### config.mk
export PLATFORM = sky130hd
export DESIGN_NAME = i2c_rstart_seq
export DESIGN_NICKNAME = d
export VERILOG_FILES = /design/src/rtl/i2c_rstart_seq.sv
export SDC_FILE = /design/constraint.sdc
export NUM_CORES = 1
export LEC_CHECK = 0
export ABC_AREA = 1
export BUFFER_PORTS_ARGS = -buffer_cell sky130_fd_sc_hd__buf_2
export CORE_UTILIZATION = 47
export CTS_CLUSTER_SIZE = 10
export DETAILED_ROUTE_END_ITERATION = 6
export GPL_ROUTABILITY_DRIVEN = 0
export HOLD_SLACK_MARGIN = 0.05
export PLACE_DENSITY_LB_ADDON = 0.15
export SLEW_MARGIN = 20
export SYNTH_ARGS = -nofsm -noshare
export SYNTH_HDL_FRONTEND = slang
export SYNTH_SLANG_ARGS = --single-unit
### constraint.sdc
create_clock -name clk -period 1.7 [get_ports clk]
set_input_delay 0 -clock clk [delete_from_list [all_inputs] [get_ports clk]]
set_output_delay 0 -clock clk [all_outputs]
set_load 0.01 [all_outputs]
### src/rtl/i2c_rstart_seq.sv
module i2c_rstart_seq #(
  parameter int RELOAD_W = 7,
  parameter int FIRST_W  = 6
) (
  input  logic                clk,
  input  logic                rst,
  input  logic                rs_req,
  input  logic [RELOAD_W-1:0] reload,
  input  logic                busy,
  input  logic                scl_in,
  input  logic                sda_in,
  output logic                scl_drive_low,
  output logic                sda_drive_low,
  output logic                rs_pending,
  output logic                start_seen,
  output logic                done_irq,
  output logic                collision
);

  typedef enum logic [2:0] {
    S_IDLE, S_PULL, S_SDAREL, S_SCLREL, S_SETUP, S_HOLD
  } st_t;

  st_t                 st;
  logic [RELOAD_W-1:0] cnt;
  logic                sda_hold;
  logic                scl_q, sda_q;

  logic                accept, expired, bus_start, coll_edge, coll_low;
  logic [RELOAD_W-1:0] first_load;

  assign accept     = rs_req && !busy && (st == S_IDLE);
  assign expired    = (cnt == '0);
  assign first_load = RELOAD_W'(reload[FIRST_W-1:0]);
  assign bus_start  = scl_in && scl_q && sda_q && !sda_in;
  assign coll_edge  = (st == S_SCLREL) && scl_in && !sda_in;
  assign coll_low   = (st == S_SETUP) && !scl_in;

  assign scl_drive_low = (st == S_PULL) || (st == S_SDAREL);
  assign sda_drive_low = (st == S_HOLD) || sda_hold;
  assign rs_pending    = (st != S_IDLE);

  always_ff @(posedge clk) begin
    if (rst) begin
      st         <= S_IDLE;
      cnt        <= '0;
      sda_hold   <= 1'b0;
      scl_q      <= 1'b1;
      sda_q      <= 1'b1;
      start_seen <= 1'b0;
      done_irq   <= 1'b0;
      collision  <= 1'b0;
    end else begin
      scl_q <= scl_in;
      sda_q <= sda_in;
      if (accept) begin
        done_irq   <= 1'b0;
        collision  <= 1'b0;
        start_seen <= 1'b0;
      end
      if (bus_start) start_seen <= 1'b1;

      case (st)
        S_IDLE: if (accept) st <= S_PULL;
        S_PULL: if (!scl_in) begin
          cnt      <= first_load;
          sda_hold <= 1'b0;
          st       <= S_SDAREL;
        end
        S_SDAREL: begin
          if (!expired) cnt <= cnt - 1'b1;
          else if (sda_in) st <= S_SCLREL;
        end
        S_SCLREL: begin
          if (coll_edge) begin
            collision <= 1'b1;
            st        <= S_IDLE;
          end else if (scl_in) begin
            cnt <= reload;
            st  <= S_SETUP;
          end
        end
        S_SETUP: begin
          if (coll_low) begin
            collision <= 1'b1;
            st        <= S_IDLE;
          end else if (sda_in) begin
            if (!expired) cnt <= cnt - 1'b1;
            else begin
              cnt <= reload;
              st  <= S_HOLD;
            end
          end
        end
        S_HOLD: begin
          if (!expired) cnt <= cnt - 1'b1;
          else begin
            done_irq <= 1'b1;
            sda_hold <= 1'b1;
            st       <= S_IDLE;
          end
        end
        default: st <= S_IDLE;
      endcase
    end
  end

endmodule

**Word level (Yosys, flattened, before mapping)**

Index checks and enable logic that the tools add are counted.
W data, S select, Z words.

- Add/sub/neg operators: 1
- Reduce and logical (&&, ||, !) cells: 23
- Multiplexer cells: 31
- Eq/ne operators: 18

Operators with widths:

| kind | count |
|---|---|
| $mux W7 | 7 |
| $mux W3 | 10 |
| $pmux W7 S4 | 1 |
| $ne A2 B2 Y1 const B | 10 |
| $pmux W3 S6 | 1 |
| $mux W1 | 10 |
| $ne A3 B3 Y1 const B | 3 |
| $logic_and A1 B1 Y1 | 8 |
| $reduce_and A8 Y1 | 1 |
| $logic_not A7 Y1 | 1 |
| $reduce_and A7 Y1 | 1 |
| $sub A7 B1 Y7 const B | 1 |
| $eq A3 B2 Y1 const B | 2 |
| $eq A3 B3 Y1 const B | 2 |
| $pmux W1 S2 | 2 |
| $reduce_bool A2 Y1 | 2 |
| $reduce_bool A4 Y1 | 1 |
| $eq A3 B1 Y1 const B | 1 |
| $logic_not A1 Y1 | 3 |
| $logic_not A3 Y1 | 1 |
| $reduce_and A3 Y1 | 1 |
| $reduce_bool A3 Y1 | 1 |
| $logic_or A1 B1 Y1 | 2 |
| $reduce_or A2 Y1 | 1 |

- Output and inout port bits: 6
- Flip-flop bits (word level): 16
- Input bits: 13
- Word-level logic and storage cells: 81

**Longest topological paths before layout**

- Word-level depth: 6
- Depth in mapped cells: 11
- Depth with buffers taken out: 10

**Worst setup path before layout**

OpenSTA, ideal clock, no wires.

- Kind: flip-flop to flip-flop
- Start: reg cnt[0]
- End: reg st[0]
- Arrival time: 1313 ps
- Buffers on the path: 0
- Setup time: 117 ps
- Setup slack: 270 ps
- Cell stages (with the launch flop): 10
- Required time: 1583 ps
- Period minus slack after synthesis: 1430 ps
- Cell sequence: dfxtp_1 > inv_1 > ha_1 > nand2_1 > nor2_1 > nand2_1 > o21ai_1 > nand3_2 > nor3_1 > nor2_1

- Longest elaborated chain between the ends: 3
- Elaborated cells on any way between the ends: 5
- Classes of those cells: eq/ne (3); reduce/logical (2)

RTL lines:

| item | RTL line | text |
|---|---|---|
| start, declared | 25 | `logic [RELOAD_W-1:0] cnt;` |
| start signal, assigned | 66 | `cnt <= first_load;` |
| start signal, assigned | 71 | `if (!expired) cnt <= cnt - 1'b1;` |
| start signal, assigned | 79 | `cnt <= reload;` |
| $logic_not A7 Y1 * | 33 | `assign expired = (cnt == '0);` |
| $ne A3 B3 Y1 (no source line) / $ne A2 B2 Y1 (equally long branches) | - |  |
| $reduce_and A8 Y1 (no source line) * | - |  |
| end signal, assigned | 45 | `st <= S_IDLE;` |
| end signal, assigned | 64 | `S_IDLE: if (accept) st <= S_PULL;` |
| end signal, assigned | 68 | `st <= S_SDAREL;` |
| end, declared | 24 | `st_t st;` |

Every way passes the cells marked *; elsewhere a longest branch is shown, timed or not.
A chain may end at the register's enable or synchronous reset.

**Worst setup path after layout**

- Start: reg cnt[1]
- End: reg cnt[0]

- Longest elaborated chain between the ends: 5
- Elaborated cells on any way between the ends: 7
- Classes of those cells: eq/ne (1); mux (4); reduce/logical (2)

RTL lines:

| item | RTL line | text |
|---|---|---|
| $logic_not A7 Y1 * | 33 |  |
| $mux W7 | 88 | `if (!expired) cnt <= cnt - 1'b1;` |
| $mux W7 | 87 | `end else if (sda_in) begin` |
| $mux W7 | 84 | `if (coll_low) begin` |
| $pmux W7 S4 | 63 | `case (st)` |

Every way passes the cells marked *; elsewhere a longest branch is shown, timed or not. The select of a mux whose other input is x is not followed.

==> results.sh <==
export IMPL_status="complete, no violations"
export IMPL_ys_seq_elements=16
export IMPL_numPortBuffers=18
export IMPL_path_class="reg2reg"
export IMPL_worst_ep_required_time_ns=1.89
export IMPL_cp_start_kind="flop"
export IMPL_chipHeight_um=51.2
export IMPL_hpwl_mm=2.19
export IMPL_finalWirelength_mm=2.95
export IMPL_grtUsageTotal_pct=24.3
export IMPL_clock_sink_count=16
export IMPL_final_nets=229
export IMPL_core_area_um2=2250
export IMPL_antenna_found_initial=0
export IMPL_r2r_cells=9
export IMPL_std_cell_rows=17
export IMPL_r2r_start="cnt[1]$_SDFFE_PP0P_"
export IMPL_ant_nets=0
export IMPL_setup_viol=0
export IMPL_cp_arrival_ns=1.76
export IMPL_critPathCaptureType="flop"
export IMPL_final_util_pct=61.9
export IMPL_worst_slack_ns=0.134
export IMPL_layout_common_cells="nand2_1 (55), nor2_1 (22), buf_2 (18)"
export IMPL_yosysSeqAreaShare_pct=28.1
export IMPL_num_antenna_cells=0
export IMPL_synth_top_area_cell="dfxtp_1"
export IMPL_worstHoldPathType="in2reg"
export IMPL_cts_buffers=3
export IMPL_vias_per_cell=5.20
export IMPL_ir_worst_vdd_v=0.00113
export IMPL_tns_ns=0
export IMPL_overflow=0
export IMPL_grt_max_degree=11
export IMPL_power_density_nw_per_um2=1740
export IMPL_cts_tree="built"
export IMPL_clockBufferDepth=2
export IMPL_max_freq_mhz=638
export IMPL_clk_pin_slew_worst_paths_ns=0.11
export IMPL_avgRoutedWirePerCell_um=12.2
export IMPL_fin_worst_skew_ns=0.00191
export IMPL_p_leak_nw=0.715
export IMPL_syn_nets=201
export IMPL_io_pins=19
export IMPL_slew_headroom_pct=83.6
export IMPL_synth_top_cells_by_area="dfxtp_1 (28%), nand2_1 (18%), nor2_1 (7.9%), nand3_1 (6.6%), inv_1 (5.3%)"
export IMPL_worstHoldStart="reload[6]"
export IMPL_drive_gt1_share_pct=26.2
export IMPL_grt_setup_unrepaired="false"
export IMPL_cts_setup_buffers=0
export IMPL_initial_core_util_pct=50.5
export IMPL_min_path_cells=5
export IMPL_reg2reg_slack_ns=0.13
export IMPL_vias=1258
export IMPL_htreeDepth=1
export IMPL_fp_dieW_um=51.2
export IMPL_tightest_slew_ns=0.245
export IMPL_yosys_warnings=0
export IMPL_drt_initial_drc_count=70
export IMPL_grt_pass1_wl_mm=4.81
export IMPL_avgSynthCellArea_um2=6.09
export IMPL_finalMaxSlewViolations=0
export IMPL_grt_pass1_vias=1130
export IMPL_dieArea_um2=2620
export IMPL_fillerInstances=233
export IMPL_layout_commonest_cell="nand2_1"
export IMPL_worst_r2r_endpoint="cnt[0]$_SDFFE_PP0P_"
export IMPL_area_delta_synth_final_pct=22.5
export IMPL_drc=0
export IMPL_final_hold_violation_count=0
export IMPL_synthCells=187
export IMPL_hold_slack_ns=0.0496
export IMPL_hold_end="cnt[6]$_SDFFE_PP0P_"
export IMPL_yosysUniqueCellTypes=23
export IMPL_clk_latency_ns=0.30
export IMPL_period_minus_slack_ns=1.57
export IMPL_crit_path_max_fanout=6
export IMPL_syn_area_um2=1140
export IMPL_clockRootBuffer="clkbuf_4"
export IMPL_maxCapViolCount=0
export IMPL_fin_crit_sh_pct=92.1
export IMPL_place_ws_ns=-0.00231
export IMPL_dr_pass1_iters=5
export IMPL_synth_top_area_share_pct=28.1
==> how the worst max path moves through the flow <==
stage | slack (ns) | end | startpoint
6_report | 0.13 | cnt[0]$_SDFFE_PP0P_ | cnt[1]$_SDFFE_PP0P_
5_1_grt | 0.02 | cnt[0]$_SDFFE_PP0P_ | cnt[1]$_SDFFE_PP0P_
4_1_cts | 0.05 | st[2]$_SDFFE_PP0P_ | cnt[0]$_SDFFE_PP0P_
3_5_place_dp | -0.002 | cnt[0]$_SDFFE_PP0P_ | cnt[0]$_SDFFE_PP0P_
3_3_place_gp | -0.04 | cnt[0]$_SDFFE_PP0P_ | cnt[0]$_SDFFE_PP0P_
2_1_floorplan | 0.27 | st[0]$_SDFFE_PP0P_ | cnt[0]$_SDFFE_PP0P_
==> state kept, by name, indices dropped and copies added, names as in the netlist <==
signal	cells
cnt	7
st	3
collision	1
done_irq	1
scl_q	1
sda_hold	1
sda_q	1
start_seen	1
==> metal layers <==
layer / vias to the layer above / GRT usage, % / part of all wire, %
met2: 39 / 37.5 / 44
met4: 0 / 6.31 / 0.81
met3: 4 / 4.46 / 6.2
met5: - / 0 / 0
met1: 560 / 34.4 / 49
li1: 655 / - / -
==> power breakdown <==
part           total, W  leakage (nW)  internal [W]  switching [W]
logic           0.00159         0.561      0.000572        0.00102
registers      0.000570         0.132      0.000467       0.000103
clock network  0.000274        0.0210      0.000131       0.000143
==> synthesized netlist by cell type, drive strengths merged <==
master,instances
a21oi,10
xor2,3
dfxtp,16
nand4,2
nand3,20
ha,1
clkbuf,1
o21ai,16
inv,23
or2,2
nor3b,1
buf,1
nor2,28
nor3,2
a221oi,1
nand2,60
==> critical path: stages (launching register included) <==
cell	delay [ns]
dfxtp_1	0.33
inv_1	0.11
ha_4	0.16
nand2_1	0.13
nor2_4	0.21
nand2_1	0.13
nand3_1	0.19
nand2_1	0.08
nand2_1	0.08
a21oi_2	0.05
==> through the flow <==
step / cell area, µm² / total power, W / std cells
floorplan: 1140 / 0.00171 / 187
global placement: 1260 / 0.00200 / 232
detailed placement: 1260 / 0.00202 / 232
global route: 1400 / 0.00266 / 242
CTS: 1360 / 0.00232 / 242
finish: 1400 / 0.00243 / 242
==> repair_timing <==
item | 4_1_cts | 5_1_grt
setup endpoints to repair | 3 | 9
endpoints found under the hold margin | 14 | 0
pin swaps | 0 | 1
gates resized for setup | 2 | 10
hold buffers | 6 | 0
==> logic make-up after synthesis <==
family / count (synthesis) / synth area share (%)
AO/OA/AOI/OAI: 27 / 12.9
XOR/XNOR: 3 / 2.31
adder cells (fa/ha/maj): 1 / 1.10
buffers and inverters: 25 / 8.90
flip-flops: 16 / 28.1
AND/OR/NAND/NOR: 115 / 46.7
==> final cells by class <==
class	instances	area, µm²	area share (%)
well taps	28	35.0	2.51
clock buffers	4	36.3	2.60
flip-flops and latches	16	323	23.1
multi-input cells	146	757	54.3
inverters	23	86.3	6.19
repair buffers	25	158	11.3
Power figures use the tool's default switching activity.
